$ cat src/rtl/pcg_pkg.sv
package pcg_pkg;
  typedef enum logic [2:0] {
    CLS_NONE  = 3'd0,
    CLS_READ  = 3'd1,
    CLS_WRITE = 3'd2,
    CLS_ERASE = 3'd3,
    CLS_ERAL  = 3'd4,
    CLS_WRAL  = 3'd5,
    CLS_EWEN  = 3'd6,
    CLS_EWDS  = 3'd7
  } cls_e;

  function automatic logic cls_programs(input cls_e c);
    return (c == CLS_WRITE) || (c == CLS_ERASE) || (c == CLS_ERAL) || (c == CLS_WRAL);
  endfunction

  function automatic logic cls_has_data(input cls_e c);
    return (c == CLS_WRITE) || (c == CLS_WRAL);
  endfunction
endpackage

$ cat src/rtl/pcg_edges.sv
module pcg_edges (
  input  logic clk,
  input  logic rst_n,
  input  logic chip_sel,
  input  logic ser_clk,
  output logic clk_rise,
  output logic sel_fall
);
  logic sel_q, sclk_q;

  always_ff @(posedge clk or negedge rst_n) begin
    if (!rst_n) begin
      sel_q  <= 1'b0;
      sclk_q <= 1'b0;
    end else begin
      sel_q  <= chip_sel;
      sclk_q <= ser_clk;
    end
  end

  // serial edges only matter while the device is selected
  assign clk_rise = ser_clk & ~sclk_q & chip_sel;
  assign sel_fall = sel_q & ~chip_sel;
endmodule

$ cat src/rtl/pcg_counter.sv
module pcg_counter #(
  parameter int CNT_W = 6
) (
  input  logic             clk,
  input  logic             rst_n,
  input  logic             clk_rise,
  input  logic             sel_fall,
  input  logic             ser_din,
  input  logic             org_x16,
  output logic [CNT_W-1:0] cnt,
  output logic             org_q
);
  localparam logic [CNT_W-1:0] CNT_MAX = '1;

  logic armed;

  always_ff @(posedge clk or negedge rst_n) begin
    if (!rst_n) begin
      cnt   <= '0;
      armed <= 1'b0;
      org_q <= 1'b0;
    end else if (sel_fall) begin
      cnt   <= '0;
      armed <= 1'b0;
    end else if (clk_rise) begin
      if (!armed) begin
        if (ser_din) begin
          armed <= 1'b1;
          cnt   <= CNT_W'(1);
          org_q <= org_x16;
        end
      end else if (cnt != CNT_MAX) begin
        cnt <= cnt + CNT_W'(1);
      end
    end
  end
endmodule

$ cat src/rtl/pcg_verdict.sv
module pcg_verdict
  import pcg_pkg::*;
#(
  parameter int CNT_W     = 6,
  parameter int OP_W      = 2,
  parameter int ADDR_W_8  = 7,
  parameter int ADDR_W_16 = 6,
  parameter int DATA_W_8  = 8,
  parameter int DATA_W_16 = 16
) (
  input  logic             clk,
  input  logic             rst_n,
  input  logic             sel_fall,
  input  logic             cmd_valid,
  input  logic [2:0]       cmd_class,
  input  logic [CNT_W-1:0] cnt,
  input  logic             org_q,
  output logic             exec_en,
  output logic             reject
);
  localparam int CTL_8  = 1 + OP_W + ADDR_W_8;
  localparam int CTL_16 = 1 + OP_W + ADDR_W_16;
  localparam logic [CNT_W-1:0] NEED_CTL_8   = CNT_W'(CTL_8);
  localparam logic [CNT_W-1:0] NEED_CTL_16  = CNT_W'(CTL_16);
  localparam logic [CNT_W-1:0] NEED_DATA_8  = CNT_W'(CTL_8 + DATA_W_8);
  localparam logic [CNT_W-1:0] NEED_DATA_16 = CNT_W'(CTL_16 + DATA_W_16);

  cls_e             cls_q;
  logic [CNT_W-1:0] need;

  always_comb begin
    if (cls_has_data(cls_q)) need = org_q ? NEED_DATA_16 : NEED_DATA_8;
    else                     need = org_q ? NEED_CTL_16  : NEED_CTL_8;
  end

  always_ff @(posedge clk or negedge rst_n) begin
    if (!rst_n) begin
      cls_q   <= CLS_NONE;
      exec_en <= 1'b0;
      reject  <= 1'b0;
    end else begin
      exec_en <= 1'b0;
      reject  <= 1'b0;
      if (sel_fall) begin
        cls_q <= CLS_NONE;
        if (cls_programs(cls_q)) begin
          exec_en <= (cnt == need);
          reject  <= (cnt != need);
        end
      end else if (cmd_valid) begin
        cls_q <= cls_e'(cmd_class);
      end
    end
  end
endmodule

$ cat src/rtl/pcg_top.sv
module pcg_top #(
  parameter int CNT_W     = 6,
  parameter int OP_W      = 2,
  parameter int ADDR_W_8  = 7,
  parameter int ADDR_W_16 = 6,
  parameter int DATA_W_8  = 8,
  parameter int DATA_W_16 = 16
) (
  input  logic       clk,
  input  logic       rst_n,
  input  logic       chip_sel,
  input  logic       ser_clk,
  input  logic       ser_din,
  input  logic       org_x16,
  input  logic       cmd_valid,
  input  logic [2:0] cmd_class,
  output logic       exec_en,
  output logic       reject
);
  logic             clk_rise, sel_fall, org_q;
  logic [CNT_W-1:0] cnt;

  pcg_edges u_edges (
    .clk(clk), .rst_n(rst_n), .chip_sel(chip_sel), .ser_clk(ser_clk),
    .clk_rise(clk_rise), .sel_fall(sel_fall)
  );

  pcg_counter #(.CNT_W(CNT_W)) u_cnt (
    .clk(clk), .rst_n(rst_n), .clk_rise(clk_rise), .sel_fall(sel_fall),
    .ser_din(ser_din), .org_x16(org_x16), .cnt(cnt), .org_q(org_q)
  );

  pcg_verdict #(
    .CNT_W(CNT_W), .OP_W(OP_W), .ADDR_W_8(ADDR_W_8), .ADDR_W_16(ADDR_W_16),
    .DATA_W_8(DATA_W_8), .DATA_W_16(DATA_W_16)
  ) u_verdict (
    .clk(clk), .rst_n(rst_n), .sel_fall(sel_fall), .cmd_valid(cmd_valid),
    .cmd_class(cmd_class), .cnt(cnt), .org_q(org_q),
    .exec_en(exec_en), .reject(reject)
  );
endmodule

$ cat config.mk
export PLATFORM = sky130hd
export DESIGN_NAME = pcg_top
export DESIGN_NICKNAME = d
export VERILOG_FILES = /design/src/rtl/pcg_pkg.sv /design/src/rtl/pcg_edges.sv /design/src/rtl/pcg_counter.sv /design/src/rtl/pcg_verdict.sv /design/src/rtl/pcg_top.sv
export SDC_FILE = /design/constraint.sdc
export NUM_CORES = 1
export LEC_CHECK = 0
export BUFFER_PORTS_ARGS = -buffer_cell sky130_fd_sc_hd__buf_2
export CORE_AREA = 5 5 44 50
export CTS_CLUSTER_DIAMETER = 80
export DETAILED_ROUTE_END_ITERATION = 10
export DIE_AREA = 0 0 49 55
export PLACE_DENSITY = 0.67
export SYNTH_ARGS = -nofsm -noshare
export SYNTH_HDL_FRONTEND = slang
export SYNTH_SLANG_ARGS = --single-unit
$ cat constraint.sdc
create_clock -name clk -period 2.3 [get_ports clk]
set_input_delay 0.115 -clock clk [delete_from_list [all_inputs] [get_ports clk]]
set_output_delay 0.115 -clock clk [all_outputs]
set_load 0.03 [all_outputs]
==> results of run 1 <==
cell type report:
class	count	area [um2]	share of cell area, %
Sequential cell	15	375.4	42.02
Multi-Input combinational cell	54	369.1	41.32
Timing Repair Buffer	15	92.59	10.36
Clock buffer	4	26.28	2.941
Tap cell	18	22.52	2.521
Inverter	2	7.507	0.8403
cell families after synthesis:
group	after synthesis
AND/OR/NAND/NOR	33
multiplexers	7
flip-flops	15
buffers and inverters	4
AO/OA/AOI/OAI	11
adder cells (fa/ha/maj)	1
XOR/XNOR	2
worst max path at each step:
stage	to	startpoint	cells after the start	slack, ns
CTS	u_cnt.org_q	u_cnt.cnt[0]	5	0.41
detailed placement	u_cnt.org_q	u_cnt.cnt[0]	5	0.44
floorplan	u_cnt.org_q	u_cnt.cnt[0]	5	0.63
global placement	u_cnt.org_q	u_cnt.cnt[0]	5	0.43
global route	u_cnt.org_q	u_cnt.cnt[0]	5	0.28
finish	u_cnt.org_q	u_cnt.cnt[0]	5	0.40
sequential cells by signal (all words and copies together), names as in the netlist:
signal and count:
u_verdict.exec_en 1, u_edges.sel_q 1, u_verdict.reject 1, u_verdict.cls_q 3, u_cnt.org_q 1, u_cnt.cnt 6
u_edges.sclk_q 1, u_cnt.armed 1
report_power, final:
group | internal [W] | switching [W]
logic | 0.0000332 | 0.0000324
registers | 0.000280 | 0.0000171
clock network | 0.0000674 | 0.0000830
total | 0.000380 | 0.000133
stage by stage:
stage | power [W] | area, um2
after floorplan | 0.0003379 | 759.5
after global placement | 0.0003622 | 837.1
after detailed placement | 0.0003647 | 837.1
after CTS | 0.0005181 | 893.4
after global routing | 0.0005465 | 893.4
final | 0.0005129 | 893.4
cell usage in the layout (no fill, tap or decap), drive strengths merged, types with 2 or more instances in the layout:
cell and instances:
mux2i 6, nor2b 3, clkbuf 4, and3 2, nor3b 2, dfrtp 15
buf 12, xor2 2, nand2 4, nand3 4, inv 2, dlygate4sd3 3
nor4 2, nor2 9, a21oi 3
per-layer routing:
layer,global-route usage (%),wire length [um],vias up
met3,2.681,51,7
li1,-,-,296
met2,20.22,678,17
met5,0,0,-
met1,15.67,630,279
met4,9.865,57,0
==> impl_results.md, run 1 <==
* Status: finished clean
* DR vias/cell at 5.546
* Port-buffer cells at 11
* Hold_buf cts at 3
* Top cells by area, synth: dfrtp_1, mux2i_1, nor2_1, nand3_1, nor2b_1
* Yosys cell types at 30
* Vias in the first global route at 606
* Die area at 0.002695 mm2
* Crit path max-delay family: flip-flops
* Post-Synth XOR/XNOR Area at 2.306%
* Clock sinks at 15
* Layout cells sized above 1 at 20.00%
* Crit path buf inv count at 0
* Routed Antenna Nets at 0
* DR vias at 599
* Internal reg-to-reg setup slack at 0.40 ns
* Root Driver: clkbuf_4
* Syn Inst Count at 73
* Max stage delay on crit path at 0.44 ns
* Slew headroom at 77.55%
* Initial Util at 45.16%
* Post-CTS Setup Inserts at 0
* Fill cells at 154
* Yosys warns at 0
* Primary FF master, synth: dfrtp_1
* 1st-iter DRT viols at 9
* Most area-hungry cell type in the Yosys netlist: dfrtp_1
* PwrDens at 574.2 mW/mm2
* R2r startpoint: u_cnt.cnt[0]
* Synth Area in Simple Gates at 23.23%
* Worst Tran Pin Value at 0.3367 ns
* Resized Gates After CTS at 0
* # IOs at 12
* Critical Path Sink Type: flop
* Area growth from synthesis to final layout at 17.63%
* GR Util All Layers at 12.85%
* Avg Cell Area, Syn at 10.40 um2
* Core Footprint at 0.001682 mm2
* Setup Skew at 0.004386 ns
* Final GP Congestion at 0.7736
* Most common cell in the netlist: dfrtp_1
* Mux share of post-synthesis cell area at 9.390%
* Setup TNS Final at 0 ns
* Worst flop-to-flop path endpoint: u_cnt.org_q
* Fin crit period at 1.899 ns
* Sequential area share after synthesis at 49.42%
* # rows at 16
* # Max-Cap Violations at 0
* Complex-gate fraction of the synthesized area at 12.03%
* EDFF count, synth at 0
* Seq cells post-synth at 15
* Die H at 55 um
* Post-layout util at 53.13%
* # diodes at 0
* Adder-cell area share of the yosys netlist at 1.647%
* Detail Placement HPWL at 1.075 mm
* Leakage dissipation at 0.4182 nW
* Crit Path Max Fanout at 6
* Remaining global-route overflow at 0
* Cells on worst reg2reg path at 5
* TritonCTS clock tree: done
* Final net count at 102
* Unrepaired setup endpoints after global routing: false
* Setup violators final at 0
* Total Wirelength at 1.418 mm
* First-pass GRT wire length at 2.628 mm
* Clk_lat worst skew at 0.28 ns
* Clock Pin Slew Worst Setup and Hold Paths at 0.09 ns
* Post-Syn Area at 759.5 um2
* Final worst setup slack at 0.4006 ns
* Critical Setup Path Class: reg -> reg
* Chip width at 49 um
* Initial antenna violation count at 0
* Place WS at 0.4355 ns
* VDD IR-drop max at 0.2624 mV
* Synth cell count leaders: dfrtp_1, nor2_1, mux2i_1
* Share of flip-flops with an asynchronous set or reset at 100.0%
* Yosys top cell area share at 49.42%
* Worst EP required at 2.47 ns
* Startpoint types: flop
* Largest net degree at the start of global routing at 16
* Critical-path cell list: ha_1, nand3_1, o211a_1, nor2b_1, mux2_2
* Period utilization at 82.58%
* Mapped Nets at 84
* CTS Buffer Depth at 2
* CTS buffer count at 3
* Hold WS at 0.06067 ns
* FMAX at 526.5 MHz
* Hold depth at 2
* WL/cell at 13.13 um
* Critical Path AT at 2.07 ns
* H-tree Lvls at 1
* Pre-antenna DRT Iters at 4
* Crit path max-delay cell type: dfrtp_1
* Worst hold start: org_x16
* Worst hold path class: in -> reg
* DR DRC count at 0
* Number of max-slew violations in the final report at 0
* Final Hold Viols at 0
* Post-route insts no fill at 108
* Largest family of logic cells by synthesized area: simple AND/OR/NAND/NOR gates
* Hold EP: u_cnt.org_q
* Placed cell count at 101
No activity file was read; power rests on OpenSTA's default activity.
==> inputs of run 2 (changes only) <==
ABC_AREA = 1   (was not set)
CORE_AREA = 5 5 46 52   (was 5 5 44 50)
DIE_AREA = 0 0 51 57   (was 0 0 49 55)
PLACE_DENSITY = 0.7   (was 0.67)
clock period = 1.5 ns   (was 2.3 ns; I/O delays follow)
==> impl_results.md, run 2 <==
* Register bank with the most flops: u_cnt.cnt (unchanged)
* Commonest cells after routing, fill and taps aside: nand2_1, nor2_1, dfrtp_1 (was dfrtp_1, buf_2, nor2_1)
* Setup TNS Final at 0 ns (unchanged)
* # diodes at 0 (unchanged)
* Startpoint types: flop (unchanged)
* Post-layout util at 52.88% (was 53.13%)
* Final worst setup slack at 0.1152 ns (was 0.4006 ns)
* Resized Gates After CTS at 0 (unchanged)
* 1st-iter DRT viols at 18 (was 9)
* Critical Path Sink Type: flop (unchanged)
* Setup violators final at 0 (unchanged)
* Sequential area share after synthesis at 44.51% (was 49.42%)
* Top cells by area, synth: dfrtp_1, nand2_1, nor2_1, nand3_1, inv_1 (was dfrtp_1, mux2i_1, nor2_1, nand3_1, nor2b_1)
* Most common cell in the netlist: nand2_1 (was dfrtp_1)
* Largest net degree at the start of global routing at 16 (unchanged)
* H-tree Lvls at 1 (unchanged)
* Seq cells post-synth at 15 (unchanged)
* Period utilization at 92.32% (was 82.58%)
* Primary FF master, synth: dfrtp_1 (unchanged)
* Yosys top cell area share at 44.51% (was 49.42%)
* Port-buffer cells at 11 (unchanged)
* CTS buffer count at 3 (unchanged)
* DR vias/cell at 5.288 (was 5.546)
* Design Power at 0.0008500 W (was 0.0005129 W)
* WL/cell at 12.40 um (was 13.13 um)
* Setup Skew at 0.001179 ns (was 0.004386 ns)
* # IOs at 12 (unchanged)
* Synth cell count leaders: nand2_1, nor2_1, dfrtp_1 (was dfrtp_1, nor2_1, mux2i_1)
* Fin crit period at 1.385 ns (was 1.899 ns)
* Die area at 0.002907 mm2 (was 0.002695 mm2)
* Remaining global-route overflow at 0 (unchanged)
* Core Footprint at 0.001893 mm2 (was 0.001682 mm2)
* Slew headroom at 76.93% (was 77.55%)
* Crit Path Max Fanout at 6 (unchanged)
* Placed cell area at 929.6 um2 (was 837.1 um2)
* DR vias at 809 (was 599)
* PwrDens at 849.2 mW/mm2 (was 574.2 mW/mm2)
* Status: finished clean (unchanged)
* GR Util All Layers at 14.88% (was 12.85%)
* Layout cells sized above 1 at 19.40% (was 20.00%)
* Yosys cell types at 19 (was 30)
* Routed Antenna Nets at 0 (unchanged)
* First-pass GRT wire length at 3.325 mm (was 2.628 mm)
* Mapped Nets at 124 (was 84)
* Final Hold Viols at 0 (unchanged)
* Place WS at 0.1665 ns (was 0.4355 ns)
* TritonCTS clock tree: done (unchanged)
* Syn Inst Count at 113 (was 73)
* Largest register FFs at 6 (unchanged)
* Chip width at 51 um (was 49 um)
* Worst Tran Pin Value at 0.3461 ns (was 0.3367 ns)
* FMAX at 722.1 MHz (was 526.5 MHz)
* Leakage dissipation at 0.5316 nW (was 0.4182 nW)
* VDD IR-drop max at 0.5574 mV (was 0.2624 mV)
* # Max-Cap Violations at 0 (unchanged)
* Critical Setup Path Class: reg -> reg (unchanged)
* Area growth from synthesis to final layout at 18.69% (was 17.63%)
* Number of max-slew violations in the final report at 0 (unchanged)
* Detail Placement HPWL at 1.365 mm (was 1.075 mm)
* Internal reg-to-reg setup slack at 0.12 ns (was 0.40 ns)
* Die H at 57 um (was 55 um)
* Initial antenna violation count at 0 (unchanged)
* EDFF count, synth at 0 (unchanged)
* Final GP Congestion at 0.8326 (was 0.7736)
* Worst hold path class: in -> reg (unchanged)
* Clock Pin Slew Worst Setup and Hold Paths at 0.09 ns (about the same)
* Total Wirelength at 1.897 mm (was 1.418 mm)
* # rows at 17 (was 16)
* Vias in the first global route at 806 (was 606)
* Most area-hungry cell type in the Yosys netlist: dfrtp_1 (unchanged)
* Critical Path AT at 1.58 ns (was 2.07 ns)
* Avg Cell Area, Syn at 7.463 um2 (was 10.40 um2)
* Worst EP required at 1.70 ns (was 2.47 ns)
* Share of flip-flops with an asynchronous set or reset at 100.0% (unchanged)
* DR DRC count at 0 (unchanged)
* Clock sinks at 15 (unchanged)
* Final net count at 146 (was 102)
* Initial Util at 44.55% (was 45.16%)
* Commonest non-fill, non-tap cell in the layout: nand2_1 (was dfrtp_1)
* Clk_lat worst skew at 0.29 ns (was 0.28 ns)
* Top flop regs: u_cnt.cnt x6, u_verdict.cls_q x3 (unchanged)
* Yosys warns at 0 (unchanged)
* Final Instance Area at 0.001001 mm2 (was 893.4 um2)
* Root Driver: clkbuf_4 (unchanged)
* Pre-antenna DRT Iters at 4 (unchanged)
* CTS Buffer Depth at 2 (unchanged)
* Post-Syn Area at 843.3 um2 (was 759.5 um2)
## run 2: cell count changes after synthesis, sizes merged, moves of 6 or more
| cell | previous run | this run |
|---|---|---|
| nand2 | 4 | 28 |
| nor2 | 9 | 24 |
| inv | 2 | 14 |
| mux2i | 6 | 0 |
| nand3 | 4 | 16 |
## run 2: critical path: stages (launching register included)
cell and delay [ns]:
dfrtp_1 0.41, ha_1 0.22, nand3_2 0.10, nor2_2 0.13, nand3_2 0.13, nand2_4 0.13, nand2_4 0.06, nand2_1 0.06
nand2_1 0.04
## run 2: kinds of logic after synthesis
kind of cell / count (synthesis) / share of synthesized area (%)
AND/OR/NAND/NOR: 73 / 40.80
flip-flops: 15 / 44.51
buffers and inverters: 14 / 6.231
AO/OA/AOI/OAI: 9 / 5.935
XOR/XNOR: 1 / 1.039
adder cells (fa/ha/maj): 1 / 1.483
## run 2: layer usage
layer,global-route usage (%),vias up,routed length (um)
met5,0,-,0
li1,-,405,-
met4,8.462,0,42
met2,23.20,23,966
met3,2.350,7,77
met1,19.44,374,811
## run 2: worst paths after layout
| path | depth (start not counted) | endpoint | from |
|---|---|---|---|
| worst max register to register | 8 | u_cnt.cnt[3] | u_cnt.cnt[1] |
| worst min-delay path | 3 | u_verdict.cls_q[0] | cmd_class[0] |
| worst min register to register | 3 | u_cnt.org_q | u_edges.sclk_q |
| max in group asynchronous | 2 | u_cnt.cnt[0] | rst_n |
| min in group asynchronous | 2 | u_verdict.cls_q[0] | rst_n |
| worst max-delay path | 8 | u_cnt.cnt[3] | u_cnt.cnt[1] |
## run 2: per-stage QoR
stage	hold WS, ns	cells
2_1_floorplan	-0.2206	113
3_3_place_gp	-0.004910	144
3_5_place_dp	0.003803	144
4_1_cts	0.02591	151
5_1_grt	0.04904	153
6_report	0.01648	153
## run 2: what timing repair did
| action | in CTS | in global routing |
|---|---|---|
| hold buffers | 3 | 0 |
| hold endpoints to repair | 17 | 0 |
| setup buffers | 0 | 2 |
| setup endpoints to repair | 0 | 1 |
## run 2: area by class of cell
type / count / area [um2]
fillers: 188 / 892.1
multi-input cells: 84 / 415.4
flip-flops and latches: 15 / 375.4
repair buffers: 17 / 107.6
inverters: 14 / 52.55
clock buffers: 4 / 26.28
well taps: 19 / 23.77
## run 2: where the power goes
part	leakage [nW]	total, W	switching, W	internal [W]
clock	0.0150	0.000241	0.000137	0.000104
combinational	0.321	0.000158	0.0000987	0.0000593
sequential	0.195	0.000451	0.0000207	0.000431
total	0.532	0.000850	0.000257	0.000594
